<file path="config.mk">
export PLATFORM = sky130hd
export DESIGN_NAME = irq_pend_ctrl
export DESIGN_NICKNAME = d
export VERILOG_FILES = /design/src/rtl/irq_pkg.sv /design/src/rtl/irq_sync.sv /design/src/rtl/irq_pick.sv /design/src/rtl/irq_regbus.sv /design/src/rtl/irq_line_bank.sv /design/src/rtl/irq_pend_ctrl.sv
export SDC_FILE = /design/constraint.sdc
export NUM_CORES = 1
export LEC_CHECK = 0
export BUFFER_PORTS_ARGS = -buffer_cell sky130_fd_sc_hd__buf_2
export CAP_MARGIN = 20
export CORE_MARGIN = 5
export CORE_UTILIZATION = 58
export CTS_CLUSTER_SIZE = 20
export DETAILED_ROUTE_END_ITERATION = 8
export MAX_ROUTING_LAYER = met4
export PLACE_DENSITY = 0.85
export SLEW_MARGIN = 25
export SYNTH_ARGS = -nofsm -noshare
export SYNTH_HDL_FRONTEND = slang
export SYNTH_SLANG_ARGS = --single-unit
</file>
<file path="constraint.sdc">
create_clock -name clk -period 4 [get_ports clk]
set_input_delay 0.8 -clock clk [delete_from_list [all_inputs] [get_ports clk]]
set_output_delay 0.8 -clock clk [all_outputs]
set_load 0.02 [all_outputs]
</file>
<file path="src/rtl/irq_pkg.sv">
package irq_pkg;

    localparam int REG_AW = 3;

    typedef enum logic [1:0] {
        LS_IDLE = 2'b00,
        LS_PEND = 2'b01,
        LS_ACT  = 2'b10,
        LS_BOTH = 2'b11
    } line_state_t;

    typedef enum logic [REG_AW-1:0] {
        RA_EN_SET = 3'd0,
        RA_EN_CLR = 3'd1,
        RA_PD_SET = 3'd2,
        RA_PD_CLR = 3'd3,
        RA_ACTIVE = 3'd4,
        RA_TYPE   = 3'd5
    } reg_addr_t;

    typedef struct packed {
        logic en_set;
        logic en_clr;
        logic pd_set;
        logic pd_clr;
    } wr_decode_t;

    function automatic line_state_t encode_state(input logic act, input logic pend);
        return line_state_t'({act, pend});
    endfunction

    function automatic int idx_width(input int n);
        return (n > 1) ? $clog2(n) : 1;
    endfunction

endpackage

</file>
<file path="src/rtl/irq_sync.sv">
module irq_sync #(
    parameter int NUM_LINES = 32,
    parameter int STAGES    = 2
) (
    input  logic                 clk,
    input  logic                 rst,
    input  logic [NUM_LINES-1:0] async_in,
    output logic [NUM_LINES-1:0] lvl,
    output logic [NUM_LINES-1:0] rise
);

    logic [STAGES-1:0][NUM_LINES-1:0] chain;
    logic [NUM_LINES-1:0]             prev;

    for (genvar s = 0; s < STAGES; s++) begin : g_stage
        if (s == 0) begin : g_first
            always_ff @(posedge clk) begin
                if (rst) chain[0] <= '0;
                else     chain[0] <= async_in;
            end
        end else begin : g_next
            always_ff @(posedge clk) begin
                if (rst) chain[s] <= '0;
                else     chain[s] <= chain[s-1];
            end
        end
    end

    always_ff @(posedge clk) begin
        if (rst) prev <= '0;
        else     prev <= chain[STAGES-1];
    end

    assign lvl  = chain[STAGES-1];
    assign rise = chain[STAGES-1] & ~prev;

    for (genvar i = 0; i < NUM_LINES; i++) begin : g_chk
        assert_rise_single_R4: assert property (@(posedge clk) disable iff (rst)
            rise[i] |=> !rise[i]);
    end

endmodule

</file>
<file path="src/rtl/irq_pick.sv">
module irq_pick #(
    parameter int NUM_LINES = 32,
    localparam int IW = irq_pkg::idx_width(NUM_LINES)
) (
    input  logic                 clk,
    input  logic                 rst,
    input  logic [NUM_LINES-1:0] cand,
    output logic                 valid,
    output logic [IW-1:0]        idx,
    output logic [NUM_LINES-1:0] grant
);

    always_comb begin
        valid = 1'b0;
        idx   = '0;
        grant = '0;
        for (int i = NUM_LINES - 1; i >= 0; i--) begin
            if (cand[i]) begin
                valid = 1'b1;
                idx   = IW'(i);
                grant = '0;
                grant[i] = 1'b1;
            end
        end
    end

    assert_grant_onehot_R9: assert property (@(posedge clk) disable iff (rst)
        $onehot0(grant));
    assert_grant_is_cand_R9: assert property (@(posedge clk) disable iff (rst)
        valid |-> cand[idx]);

endmodule

</file>
<file path="src/rtl/irq_regbus.sv">
module irq_regbus
    import irq_pkg::*;
#(
    parameter int NUM_LINES = 32,
    parameter int DATA_W    = 32
) (
    input  logic                 clk,
    input  logic                 rst,
    input  logic                 bus_sel,
    input  logic                 bus_we,
    input  logic [REG_AW-1:0]    bus_addr,
    input  logic [DATA_W-1:0]    bus_wdata,
    input  logic [NUM_LINES-1:0] en_q,
    input  logic [NUM_LINES-1:0] pend_q,
    input  logic [NUM_LINES-1:0] act_q,
    output logic [NUM_LINES-1:0] en_set,
    output logic [NUM_LINES-1:0] en_clr,
    output logic [NUM_LINES-1:0] pd_set,
    output logic [NUM_LINES-1:0] pd_clr,
    output logic [DATA_W-1:0]    bus_rdata
);

    wr_decode_t           dec;
    logic [NUM_LINES-1:0] wbits;

    assign wbits = bus_wdata[NUM_LINES-1:0];

    always_comb begin
        dec = '0;
        if (bus_sel && bus_we) begin
            case (reg_addr_t'(bus_addr))
                RA_EN_SET: dec.en_set = 1'b1;
                RA_EN_CLR: dec.en_clr = 1'b1;
                RA_PD_SET: dec.pd_set = 1'b1;
                RA_PD_CLR: dec.pd_clr = 1'b1;
                default:   dec = '0;
            endcase
        end
    end

    assign en_set = dec.en_set ? wbits : '0;
    assign en_clr = dec.en_clr ? wbits : '0;
    assign pd_set = dec.pd_set ? wbits : '0;
    assign pd_clr = dec.pd_clr ? wbits : '0;

    always_comb begin
        bus_rdata = '0;
        if (bus_sel && !bus_we) begin
            case (reg_addr_t'(bus_addr))
                RA_EN_SET, RA_EN_CLR: bus_rdata[NUM_LINES-1:0] = en_q;
                RA_PD_SET, RA_PD_CLR: bus_rdata[NUM_LINES-1:0] = pend_q;
                RA_ACTIVE:            bus_rdata[NUM_LINES-1:0] = act_q;
                RA_TYPE:              bus_rdata = DATA_W'(NUM_LINES);
                default:              bus_rdata = '0;
            endcase
        end
    end

    assert_strobes_exclusive_R2: assert property (@(posedge clk) disable iff (rst)
        $countones({|en_set, |en_clr, |pd_set, |pd_clr}) <= 1);

endmodule

</file>
<file path="src/rtl/irq_line_bank.sv">
module irq_line_bank #(
    parameter int          NUM_LINES  = 32,
    parameter logic [31:0] LEVEL_MASK = 32'h0000_FFFF,
    localparam int IW = irq_pkg::idx_width(NUM_LINES)
) (
    input  logic                 clk,
    input  logic                 rst,
    input  logic [NUM_LINES-1:0] en_set,
    input  logic [NUM_LINES-1:0] en_clr,
    input  logic [NUM_LINES-1:0] pd_set,
    input  logic [NUM_LINES-1:0] pd_clr,
    input  logic [NUM_LINES-1:0] lvl,
    input  logic [NUM_LINES-1:0] rise,
    input  logic [NUM_LINES-1:0] grant,
    input  logic                 ack,
    input  logic                 ret_valid,
    input  logic [IW-1:0]        ret_line,
    output logic [NUM_LINES-1:0] en_q,
    output logic [NUM_LINES-1:0] pend_q,
    output logic [NUM_LINES-1:0] act_q
);

    for (genvar i = 0; i < NUM_LINES; i++) begin : g_line
        logic take;
        logic ret_hit;
        logic hw_set;

        assign take    = ack && grant[i];
        assign ret_hit = ret_valid && (ret_line == IW'(i));

        if (LEVEL_MASK[i]) begin : g_level
            assign hw_set = lvl[i] && !act_q[i] && !take;
        end else begin : g_pulse
            assign hw_set = rise[i];
        end

        always_ff @(posedge clk) begin
            if (rst) begin
                en_q[i]   <= 1'b0;
                pend_q[i] <= 1'b0;
                act_q[i]  <= 1'b0;
            end else begin
                if (en_set[i])      en_q[i] <= 1'b1;
                else if (en_clr[i]) en_q[i] <= 1'b0;

                if (hw_set || pd_set[i])     pend_q[i] <= 1'b1;
                else if (pd_clr[i] || take)  pend_q[i] <= 1'b0;

                if (take)         act_q[i] <= 1'b1;
                else if (ret_hit) act_q[i] <= 1'b0;
            end
        end

        assert_act_needs_enabled_ack_R6: assert property (@(posedge clk) disable iff (rst)
            $rose(act_q[i]) |-> $past(take && en_q[i]));
        assert_disable_keeps_act_R7: assert property (@(posedge clk) disable iff (rst)
            (act_q[i] && en_clr[i] && !ret_hit) |=> act_q[i]);
        assert_clrpend_keeps_act_R8: assert property (@(posedge clk) disable iff (rst)
            (pd_clr[i] && !ret_hit && !take) |=> $stable(act_q[i]));
    end

endmodule

</file>
<file path="src/rtl/irq_pend_ctrl.sv">
module irq_pend_ctrl
    import irq_pkg::*;
#(
    parameter int          NUM_LINES   = 32,
    parameter int          SYNC_STAGES = 2,
    parameter logic [31:0] LEVEL_MASK  = 32'h0000_FFFF,
    localparam int IW     = idx_width(NUM_LINES),
    localparam int DATA_W = 32
) (
    input  logic                   clk,
    input  logic                   rst,
    input  logic [NUM_LINES-1:0]   irq_in,
    input  logic                   bus_sel,
    input  logic                   bus_we,
    input  logic [REG_AW-1:0]      bus_addr,
    input  logic [DATA_W-1:0]      bus_wdata,
    output logic [DATA_W-1:0]      bus_rdata,
    input  logic                   ack,
    output logic                   sel_valid,
    output logic [IW-1:0]          sel_line,
    input  logic                   ret_valid,
    input  logic [IW-1:0]          ret_line,
    output logic [2*NUM_LINES-1:0] line_status
);

    logic [NUM_LINES-1:0] lvl, rise;
    logic [NUM_LINES-1:0] en_set, en_clr, pd_set, pd_clr;
    logic [NUM_LINES-1:0] en_q, pend_q, act_q;
    logic [NUM_LINES-1:0] cand, grant;

    irq_sync #(.NUM_LINES(NUM_LINES), .STAGES(SYNC_STAGES)) u_sync (
        .clk(clk), .rst(rst), .async_in(irq_in), .lvl(lvl), .rise(rise)
    );

    irq_regbus #(.NUM_LINES(NUM_LINES), .DATA_W(DATA_W)) u_bus (
        .clk(clk), .rst(rst),
        .bus_sel(bus_sel), .bus_we(bus_we), .bus_addr(bus_addr), .bus_wdata(bus_wdata),
        .en_q(en_q), .pend_q(pend_q), .act_q(act_q),
        .en_set(en_set), .en_clr(en_clr), .pd_set(pd_set), .pd_clr(pd_clr),
        .bus_rdata(bus_rdata)
    );

    assign cand = pend_q & en_q & ~act_q;

    irq_pick #(.NUM_LINES(NUM_LINES)) u_pick (
        .clk(clk), .rst(rst), .cand(cand), .valid(sel_valid), .idx(sel_line), .grant(grant)
    );

    irq_line_bank #(.NUM_LINES(NUM_LINES), .LEVEL_MASK(LEVEL_MASK)) u_bank (
        .clk(clk), .rst(rst),
        .en_set(en_set), .en_clr(en_clr), .pd_set(pd_set), .pd_clr(pd_clr),
        .lvl(lvl), .rise(rise), .grant(grant), .ack(ack),
        .ret_valid(ret_valid), .ret_line(ret_line),
        .en_q(en_q), .pend_q(pend_q), .act_q(act_q)
    );

    for (genvar i = 0; i < NUM_LINES; i++) begin : g_status
        assign line_status[2*i +: 2] = encode_state(act_q[i], pend_q[i]);
    end

    assert_sel_eligible_R9: assert property (@(posedge clk) disable iff (rst)
        sel_valid |-> (en_q[sel_line] && pend_q[sel_line] && !act_q[sel_line]));
    assert_ack_moves_line_R9: assert property (@(posedge clk) disable iff (rst)
        (ack && sel_valid && !ret_valid) |=> act_q[$past(sel_line)]);

endmodule

</file>
# --- Word-level counts from Yosys, hierarchy flattened ---
# Cells that the tools add are included.
classes:
  eq_ne: 36
  mux: 299
  bitwise_logic: 5
  n_reduce_logical: 295
ops:
  columns: ["cell", "n"]
  rows:
  - ["two-way mux 32 bit", 37]
  - ["two-way mux 1 bit", 228]
  - ["nonzero test 2 bit", 96]
  - ["two-way mux 5 bit", 32]
  - ["case mux 32 bit (4 select lines)", 1]
  - ["logical AND 1 bit", 98]
  - ["bitwise AND 32 bit", 3]
  - ["equality test 5 bit (second input constant)", 16]
  - ["logical OR 1 bit", 64]
  - ["inverter 32 bit", 2]
  - ["equality test 5 x 4 -> 1 bit (second input constant)", 8]
  - ["zero test 1 bit", 33]
  - ["equality test 5 x 3 -> 1 bit (second input constant)", 4]
  - ["equality test 5 x 2 -> 1 bit (second input constant)", 2]
  - ["equality test 3 x 2 -> 1 bit (second input constant)", 2]
  - ["equality test 3 bit (second input constant)", 2]
  - ["equality test 5 x 1 -> 1 bit (second input constant)", 1]
  - ["zero test 5 bit", 1]
  - ["two-way mux 4 bit", 1]
  - ["OR reduction 2 bit", 2]
  - ["equality test 3 x 1 -> 1 bit (second input constant)", 1]
  - ["zero test 3 bit", 1]
word_totals:
  register_bits: 192
  in_bits: 78
  wordCells: 734

# --- Logic depth before layout (Yosys ltp) ---
# Gate-level depths: netlist of the first run.
logic_depth:
  depth_word: 39
  depth_mapped: 9
  mapped_depth_nobuf: 6

# --- Hierarchy ---
# From an unflattened synthesis of the first run, not the netlist that was laid out.
hier_totals:
  cells_unflattened: 1181
  hier_area_um2: 9670.5
by_module_without_submodules:
  columns: ["module", "n_inst", "cells_each", "area_per_inst_um2", "seq_area_each_um2"]
  rows:
  - ["irq_line_bank", 1, 443, 3611.0, 1921.8]
  - ["irq_sync", 1, 266, 3040.4, 1921.8]
  - ["irq_regbus", 1, 329, 2010.7, 0.0]
  - ["irq_pick", 1, 111, 728.2, 0.0]
  - ["irq_pend_ctrl", 1, 32, 280.3, 0.0]

# --- Least setup slack after synthesis of the first run ---
# Ideal clock, no wire load.
synth_timing:
  path_type: "register -> output"
  startpoint: "reg u_bank.act_q[10]"
  endpoint: "out sel_line[0]"
  t_arrival_ps: 2012
  path_slack_ps: 1188
  stages_incl_launch_ff: 8
  n_path_buf: 1
  cell_sequence: "dfxtp_1 > and3b_1 > clkbuf_1 > nor4_1 > o31ai_1 > o21ai_0 > nand3_1 > a221oi_1"
synth_between:
  elab_chain_len: 13
synth_rtl:
  columns: ["item", "line", "rtl"]
  rows:
  - ["start, declared", "irq_line_bank.sv:20", "output logic [NUM_LINES-1:0] act_q"]
  - ["start signal, assigned by index", "irq_line_bank.sv:41", "act_q[i] <= 1'b0;"]
  - ["start signal, assigned by index", "irq_line_bank.sv:49", "if (take) act_q[i] <= 1'b1;"]
  - ["start signal, assigned by index", "irq_line_bank.sv:50", "else if (ret_hit) act_q[i] <= 1'b0;"]
  - ["inverter 32 bit", "irq_pend_ctrl.sv:43", "assign cand = pend_q & en_q & ~act_q;"]
  - ["bitwise AND 32 bit", "irq_pend_ctrl.sv:43", null]
  - ["two-way mux 5 bit (11 in a row)", "irq_pick.sv:18", "if (cand[i]) begin"]
  - ["end, declared", "irq_pend_ctrl.sv:20", "output logic [IW-1:0] sel_line,"]
# No other way between the ends.

# --- Final worst setup path of the first run ---
layout_timing:
  startpoint: "reg u_bank.act_q[14]"
  endpoint: "out sel_line[0]"
layout_between:
  elab_chain_len: 17
layout_rtl:
  columns: ["item", "line"]
  rows:
  - ["inverter 32 bit", "irq_pend_ctrl.sv:43"]
  - ["bitwise AND 32 bit", "irq_pend_ctrl.sv:43"]
  - ["two-way mux 5 bit (15 in a row)", "irq_pick.sv:18"]
# No other way between the ends.

==> flow_summary.ini, run 1 <==
[setup_path]
r2r.worst_path.cells = 6
rr_endpoint = u_bank.pend_q[30]
critical_path_class = flop to output pin
crit_required_ns = 3.20
setup.worst_path.end_class = output pin
timing.critical_path.from_type = flop
worst_path_max_delay_cell = sky130_fd_sc_hd__dfxtp_1
rrSetupSlack_ns = 1.60
reg2reg_from = u_bank.act_q[2]
crit_fanout = 7
largest_stage_delay_on_the_critical_path_ns = 0.41
timing.critical_path.arrival_ns = 2.58
series_of_cell_instances_along_the_critical_path = and3b_1 > nor4_1 > o31ai_1 > o21ai_0 > nand3_1 > a221oi_1 > buf_2

[sta]
clock_skew_ns = 0.005993
finalWorstSetupSlack_ns = 0.6194
maxClockFrequency_ghz = 0.2958
unrepaired_setup_endpoints_after_global_routing = false
final-hold-violation-count = 0
final_max_slew_viol_count = 0
sum_of_negative_setup_slack_ns = 0
period_needed_ns = 3.381
maxSlewHeadroom = 0.5051
finalHoldWorstSlack_ns = 0.4321
worst-slew-pin-transition_ns = 0.7415
final_min_period_over_clock_period = 0.8452
count_of_endpoints_failing_setup_in_the_final_report = 0

[yosys]
synth_warnings = 0
cell_area_after_synthesis_mm2 = 0.007974
asyncSetResetFlopFracSynth = 0
synth-seq-area-share = 0.4419
synth.ff_latch_count = 176
synthDominantCellAreaShare = 0.4419
library_cell_occupying_the_most_area_in_the_post_synthesis_netlist = sky130_fd_sc_hd__dfxtp_1
synth.top_cells.by_area = sky130_fd_sc_hd__dfxtp_1, sky130_fd_sc_hd__nor2b_1, sky130_fd_sc_hd__a21oi_1, sky130_fd_sc_hd__nor2_1, sky130_fd_sc_hd__mux2i_1
synth.net_count = 1017
synth_edf_count = 0
syn_area_per_cell_um2 = 8.492
synth.lib_cells_used.distinct = 58
postSynthCellCount = 939
ys_dominant_reg_cell = sky130_fd_sc_hd__dfxtp_1

[power_and_ir_drop]
pwr_density_cell_mw_per_mm2 = 410.6
static-leakage-power_nw = 4.072
worst_ir_drop_vdd_uv = 292.5

[floorplan]
vert_die_dim_um = 127.3
top_level_ports = 180
design.die.area_mm2 = 0.01619
die_width_um = 127.3
number_of_core_rows = 42
initial_utilization = 0.5974
coreArea_mm2 = 0.01335

[global_route]
maximum_number_of_pins_on_one_net_before_global_route_repair = 79
vias_in_the_first_global_route = 7183
grt.overflow.total = 0
antenna_found_initial = 1
grt_first_pass_wirelength_um = 36250
grt_usage = 0.2865

[placed_design]
detailedPlacementHpwl_um = 15930
post-place-ws_ns = 0.7663
post_dp_cell_area_mm2 = 0.008945
count_of_port_buffers_added_during_placement = 179
gp_routability_congestion = 0.9464

[finish]
drive_gt1_frac = 0.2180
area_growth_from_synthesis_to_final_layout_pct = 19.82
fin_nets = 1166
area_used_by_sequential_logic_in_the_layout_mm2 = 0.003523
post-route-util = 0.7158
layout.cells.most_common = sky130_fd_sc_hd__buf_2
final_area_mm2 = 0.009554
nFillCells = 1072
multiInputGateArea_mm2 = 0.004158
mostFrequentLayoutCells = sky130_fd_sc_hd__buf_2, sky130_fd_sc_hd__dfxtp_1, sky130_fd_sc_hd__a21oi_1

[drt]
drt_first_pass_iters = 7
drtIter0Drc = 694
via_density_per_instance = 6.013
route.antenna.remaining_nets = 0
routed_wire_length_um = 23190
routed_length_per_placed_instance_um = 18.15
num_vias = 7684
drc = 0

[clock_network]
cts_tree = done
path_clk_slew_ns = 0.06
clockBufferDepth = 2
sink_count = 176
root_buffer = sky130_fd_sc_hd__clkbuf_16
postCtsResizedCells = 0
number_of_buffers_created_by_cts = 17
postCtsHoldBufs = 0
clk_latency_ns = 0.43
post-cts-setup-buffer-count = 0
cts_max_level = 4

[job]
cap_viol_max_count = 0

[worst_hold_path]
hold_path.startpoint = u_sync.chain[24]
worst_hold_path.endpoint = u_sync.lvl[24]
worst_hold_path_type = flop to flop
holdPathStages = 1

[outcome]
outcome = completed
stage by stage:
step / total power [W] / instances
floorplan: 0.002113 / 939
global placement: 0.002249 / 1245
detailed placement: 0.002258 / 1245
CTS: 0.003933 / 1277
global route: 0.004055 / 1278
finish: 0.003923 / 1278
registers in the layout, summed over array words and instances, names as in the netlist:
| name | cells |
|---|---|
| u_sync.prev | 16 |
| u_bank.pend_q | 32 |
| u_bank.act_q | 32 |
| u_sync.chain | 32 |
| u_sync.lvl | 32 |
| u_bank.en_q | 32 |
logic make-up (layout without fill, tap and decap cells):
logic type | Yosys count | count (layout) | share of synthesized area
simple gates | 383 | 383 | 0.2689
mux | 32 | 32 | 0.04017
compound gates | 278 | 278 | 0.2107
flops | 176 | 176 | 0.4419
other cells | 0 | 1 | 0
buf+inv | 70 | 232 | 0.03829
per-layer routing:
layer | track usage | part of all wire
met1 | 0.3551 | 0.41
met4 | 0.1186 | 0.034
met2 | 0.4617 | 0.47
met5 | - | 0
met3 | 0.05384 | 0.089
critical path: cells and delay by family (launching register included):
kind	cells	cell delay [ns]
simple gates	3	0.79
compound gates	3	0.72
flops	1	0.41
buf+inv	1	0.24
how the worst max path moves through the flow:
| stage | endpoint | depth (start not counted) | slack (ns) | startpoint |
|---|---|---|---|---|
| after floorplan | sel_line[0] | 7 | 1.19 | u_bank.act_q[10] |
| after global placement | bus_rdata[15] | 7 | 0.85 | bus_addr[1] |
| after detailed placement | bus_rdata[21] | 7 | 0.77 | bus_addr[1] |
| after CTS | sel_line[0] | 7 | 0.61 | u_bank.act_q[10] |
| after global routing | sel_line[2] | 7 | 0.40 | u_bank.act_q[24] |
| final | sel_line[0] | 7 | 0.62 | u_bank.act_q[14] |
layout make-up:
cell class | instances | share of cell area
Antenna cell | 1 | 0.0002619
Clock buffer | 21 | 0.04924
Clock inverter | 11 | 0.01427
Inverter | 11 | 0.004322
Multi-Input combinational cell | 693 | 0.4352
Sequential cell | 176 | 0.3688
Tap cell | 176 | 0.02305
Timing Repair Buffer | 189 | 0.1049
Yosys cell counts, drive strengths merged (2+ instances only):
cell     number
dfxtp       176
a21oi       140
nor2b       114
nor2         93
nand2        71
o21ai        52
clkbuf       40
a311oi       32
mux2i        32
and3b        25
nand3        23
nand3b       22
buf          19
a21boi       12
inv          11
nand4         9
a211oi        8
nor4          7
and3          4
nand2b        4
o211ai        4
o2bb2ai       4
a21o          3
a22o          3
a22oi         3
a31oi         3
or3           3
a41o          2
and2          2
nor3          2
o31ai         2
power breakdown:
group / internal [W] / leakage [nW] / switching [W]
logic: 0.000141 / 2.33 / 0.000230
clock network: 0.00103 / 0.302 / 0.000671
registers: 0.00182 / 1.44 / 0.0000404
No activity file was read; power rests on OpenSTA's default activity.
==> run 2: changes to the inputs <==
Settings changed: CORE_UTILIZATION 58 to 49, PLACE_DENSITY 0.85 to 0.76.
Clock period 4 ns to 3.1 ns, I/O delays scaled along.
==> flow_summary.ini, run 2 (synthesis results as in run 1) <==
[worst_hold_path]
worst_hold_path_type = primary input to flop

[finish]
nFillCells = 1424
layout.cells.most_common = sky130_fd_sc_hd__buf_2
fin_nets = 1179
final_area_mm2 = 0.009717
mostFrequentLayoutCells = sky130_fd_sc_hd__buf_2, sky130_fd_sc_hd__dfxtp_1, sky130_fd_sc_hd__a21oi_1
drive_gt1_frac = 0.2316
stdcell_count = 1331
area_growth_from_synthesis_to_final_layout_pct = 21.86

[power_and_ir_drop]
worst_ir_drop_vdd_uv = 395.4
internal_power_w = 0.003808
pwr-share-seq = 0.470
power_share_of_the_combinational_group = 0.098
pwr_density_cell_mw_per_mm2 = 522.8
static-leakage-power_nw = 4.134
netSwitchingPower_w = 0.001272
power.share.switching = 0.2503
clock_power_share = 0.432

[global_route]
maximum_number_of_pins_on_one_net_before_global_route_repair = 49
antenna_found_initial = 0
grt_usage = 0.2664
vias_in_the_first_global_route = 7273
grt_first_pass_wirelength_um = 37950
grt.overflow.total = 0

[setup_path]
timing.critical_path.from_type = flop
rrSetupSlack_ns = 0.74
crit_fanout = 7
critical_path_class = flop to output pin
crit_required_ns = 2.48
setup.worst_path.end_class = output pin
timing.critical_path.arrival_ns = 2.34

[outcome]
outcome = completed

[drt]
route.antenna.remaining_nets = 0
routed_length_per_placed_instance_um = 18.54
via_density_per_instance = 5.727
drtIter0Drc = 659
num_vias = 7623
drc = 0
routed_wire_length_um = 24680
drt_first_pass_iters = 5

[clock_network]
path_clk_slew_ns = 0.07
clk_latency_ns = 0.43
sink_count = 176
post-cts-setup-buffer-count = 0
root_buffer = sky130_fd_sc_hd__clkbuf_16
clockBufferDepth = 2
cts_max_level = 4
number_of_buffers_created_by_cts = 17
cts_tree = done

[floorplan]
top_level_ports = 180
design.die.area_mm2 = 0.01892
initial_utilization = 0.5002
die_width_um = 137.6
vert_die_dim_um = 137.6
coreArea_mm2 = 0.01594
number_of_core_rows = 46

[sta]
worst-slew-pin-transition_ns = 0.5880
finalHoldWorstSlack_ns = 0.3916
period_needed_ns = 2.958
maxSlewHeadroom = 0.6080
final_min_period_over_clock_period = 0.9543
final_max_slew_viol_count = 0
maxClockFrequency_ghz = 0.3380
final-hold-violation-count = 0
count_of_endpoints_failing_setup_in_the_final_report = 0
clock_skew_ns = 0.009174

[placed_design]
gp_routability_congestion = 0.9010
count_of_port_buffers_added_during_placement = 179
placed_cells_incl_taps = 1298
post_dp_cell_area_mm2 = 0.009076
detailedPlacementHpwl_um = 17530

[job]
cap_viol_max_count = 0
[run 2: cell count changes in the layout (fill, tap and decap cells not counted), moves of 2 or more]
cell	delta
sky130_fd_sc_hd__buf_4	+15
sky130_fd_sc_hd__clkinv_2	-4
sky130_fd_sc_hd__clkinv_4	+3
sky130_fd_sc_hd__nor4_1	-2
[run 2: final cells by class]
cell class / count / area (µm²) / share of cell area
inverter: 11 / 41.29 / 0.004249
antenna: 1 / 2.502 / 0.0002575
timing repair buffer: 202 / 1084 / 0.1115
sequential: 176 / 3523 / 0.3626
tap: 216 / 270.3 / 0.02781
multi-input combinational: 693 / 4187 / 0.4309
clock inverter: 11 / 128.9 / 0.01326
clock buffer: 21 / 480.5 / 0.04945
[run 2: metal layers]
metal / vias up / global-route usage / wire length, µm
met3: 69 / 0.04858 / 1987
li1: 3658 / - / -
met1: 3544 / 0.3408 / 10330
met2: 352 / 0.4108 / 11470
met5: - / - / 0
met4: 0 / 0.1220 / 890
[run 2: worst max-delay path, stage by stage, from the launching register on]
cell	delay [ns]
sky130_fd_sc_hd__dfxtp_1	0.39
sky130_fd_sc_hd__and3b_1	0.32
sky130_fd_sc_hd__nor4_2	0.30
sky130_fd_sc_hd__o31ai_1	0.11
sky130_fd_sc_hd__o21ai_1	0.17
sky130_fd_sc_hd__nand3_1	0.13
sky130_fd_sc_hd__a221oi_2	0.27
sky130_fd_sc_hd__buf_2	0.21
[run 2: worst paths after layout]
kind                         start           endpoint  cells past startpoint
setup reg to reg   u_bank.act_q[8]  u_bank.pend_q[24]                      7
setup / recovery  u_bank.act_q[14]        sel_line[0]                      7
hold / removal          irq_in[28]   u_sync.chain[28]                      2
hold reg to reg    u_sync.chain[4]      u_sync.lvl[4]                      1
[run 2: power by group through the flow]
| stage | sequential, W | clock (W) | combinational, W |
|---|---|---|---|
| after floorplan | 0.00246 | 0 | 0.000267 |
| after global placement | 0.00244 | 0 | 0.000482 |
| after detailed placement | 0.00244 | 0 | 0.000490 |
| after CTS | 0.00239 | 0.00221 | 0.000493 |
| after global routing | 0.00240 | 0.00230 | 0.000538 |
| final | 0.00239 | 0.00219 | 0.000497 |
[run 2: metrics by stage]
| step | utilization | TNS (ns) | worst slack, ns | power [W] |
|---|---|---|---|---|
| 3_5_place_dp | 0.5693 | 0 | 0.4719 | 0.002929 |
| 6_report | 0.6095 | 0 | 0.1417 | 0.005080 |
| 5_1_grt | 0.6093 | -0.001461 | -0.001461 | 0.005233 |
| 3_3_place_gp | 0.5693 | 0 | 0.5010 | 0.002919 |
| 2_1_floorplan | - | 0 | 0.4680 | 0.002727 |
| 4_1_cts | 0.6079 | 0 | 0.007797 | 0.005089 |
[run 2: repair_timing]
action	4_1_cts	5_1_grt
hold buffers	0	0
resized for setup	1	6
setup endpoints to repair	1	3
==> run 3: changes to the inputs <==
Settings changed: CORE_UTILIZATION 49 to 54, PLACE_DENSITY 0.76 to 0.8.
Clock period 3.1 ns to 3.2 ns, I/O delays scaled along.
==> flow_summary.ini, run 3 (synthesis results as in run 1) <==
[clock_network]
sink_count = 176
cts_max_level = 4
postCtsResizedCells = 0
clk_latency_ns = 0.44
cts_tree = done
post-cts-setup-buffer-count = 0
path_clk_slew_ns = 0.06
root_buffer = sky130_fd_sc_hd__clkbuf_16
clockBufferDepth = 2
number_of_buffers_created_by_cts = 17
postCtsHoldBufs = 0

[sta]
final_max_slew_viol_count = 0
maxClockFrequency_ghz = 0.3208
unrepaired_setup_endpoints_after_global_routing = false
count_of_endpoints_failing_setup_in_the_final_report = 0
clock_skew_ns = 0.006067
final-hold-violation-count = 0
final_min_period_over_clock_period = 0.9740
worst-slew-pin-transition_ns = 0.7760
maxSlewHeadroom = 0.4827
sum_of_negative_setup_slack_ns = 0
period_needed_ns = 3.117

[global_route]
antenna_found_initial = 0
global_route.peak_usage_layer = met2
grt.overflow.total = 0
grt_usage = 0.2708
grt.met3_usage = 0.05352
maximum_number_of_pins_on_one_net_before_global_route_repair = 104
global_routing_usage_on_met2 = 0.4354
grt_util_met1 = 0.3286
vias_in_the_first_global_route = 7343
grt_first_pass_wirelength_um = 37450

[setup_path]
crit_fanout = 6
series_of_cell_instances_along_the_critical_path = and3b_1 > nor4_4 > nand2_1 > nor2_1 > a21boi_0 > buf_2
largest_stage_delay_on_the_critical_path_ns = 0.42
worstSetupStartpoint = u_bank.act_q[12]
worst_path_max_delay_cell = sky130_fd_sc_hd__dfxtp_1
crit_required_ns = 2.56
reg2reg_from = u_bank.act_q[3]
timing.critical_path.arrival_ns = 2.48
timing.critical_path.from_type = flop
setup.worst_path.end_class = output pin
critical_path_class = flop to output pin

[finish]
drive_gt1_frac = 0.2254
antenna_cells = 0
fin_nets = 1174
multiInputGateArea_mm2 = 0.004177
area_growth_from_synthesis_to_final_layout_pct = 20.30
post-route-util = 0.6600
mostFrequentLayoutCells = sky130_fd_sc_hd__buf_2, sky130_fd_sc_hd__dfxtp_1, sky130_fd_sc_hd__a21oi_1
stdcell_count = 1293
final_area_mm2 = 0.009593
nFillCells = 1245
layout.cells.most_common = sky130_fd_sc_hd__buf_2
area_used_by_sequential_logic_in_the_layout_mm2 = 0.003523

[floorplan]
initial_utilization = 0.5486
top_level_ports = 180
die_width_um = 131.5
number_of_core_rows = 44
coreArea_mm2 = 0.01453
design.die.area_mm2 = 0.01730
vert_die_dim_um = 131.5

[drt]
drc = 0
routed_wire_length_um = 23650
via_density_per_instance = 5.940
route.antenna.remaining_nets = 0
routed_length_per_placed_instance_um = 18.29
num_vias = 7681
drt_first_pass_iters = 7
drtIter0Drc = 739

[job]
cap_viol_max_count = 0

[placed_design]
count_of_port_buffers_added_during_placement = 179
placed_cells_incl_taps = 1261
detailedPlacementHpwl_um = 16600
gp_routability_congestion = 0.9171
post_dp_cell_area_mm2 = 0.009015

[worst_hold_path]
worst_hold_path_type = primary input to flop
hold_path.startpoint = irq_in[28]

[power_and_ir_drop]
worst_ir_drop_vdd_uv = 372.7
total_power_w = 0.004761
static-leakage-power_nw = 4.070
pwr_density_cell_mw_per_mm2 = 496.3

[outcome]
outcome = completed
[run 3: cell types whose count changed in the layout (fill, tap and decap cells not counted), sizes merged]
cell and delta:
buf -5, clkinvlp +3, bufinv -1, clkbuf -1
clkinv -1, diode -1
[run 3: worst max-delay path, delay by kind of cell (launching register included)]
| kind | cells | cell delay, ns |
|---|---|---|
| AND/OR/NAND/NOR | 4 | 1.06 |
| flip-flops | 1 | 0.42 |
| AO/OA/AOI/OAI | 1 | 0.33 |
| buffers and inverters | 1 | 0.24 |
[run 3: final timing paths]
path,endpoint,slack [ns],cells after the start
worst max-delay path,sel_line[4],0.08,6
worst max register to register,u_bank.pend_q[26],0.80,6
worst min register to register,u_sync.lvl[23],0.44,1
worst min-delay path,u_sync.chain[28],0.41,2
[run 3: power by group]
group / internal [W] / switching [W]
clock network: 0.00109 / 0.000877
registers: 0.00227 / 0.0000495
logic: 0.000181 / 0.000293
[run 3: final cells by class]
| class | count | area share |
|---|---|---|
| multi-input combinational | 693 | 0.4354 |
| inverter | 11 | 0.004304 |
| tap | 184 | 0.02400 |
| clock inverter | 12 | 0.01174 |
| sequential | 176 | 0.3673 |
| clock buffer | 20 | 0.04656 |
| timing repair buffer | 197 | 0.1107 |
[run 3: metal layers]
metal,vias to the layer above,routed length [µm],share of wire
li1,3648,-,-
met4,0,842,0.036
met1,3581,9772,0.41
met2,381,11270,0.48
met5,-,0,0
met3,71,1763,0.075
[run 3: through the flow]
step                setup WS [ns]  hold WS [ns]
finish                    0.08315        0.4097
global route              0.01493        0.4054
CTS                       0.02396        0.3999
detailed placement         0.5011        0.4247
global placement           0.5292        0.4161
floorplan                  0.5480        0.4104
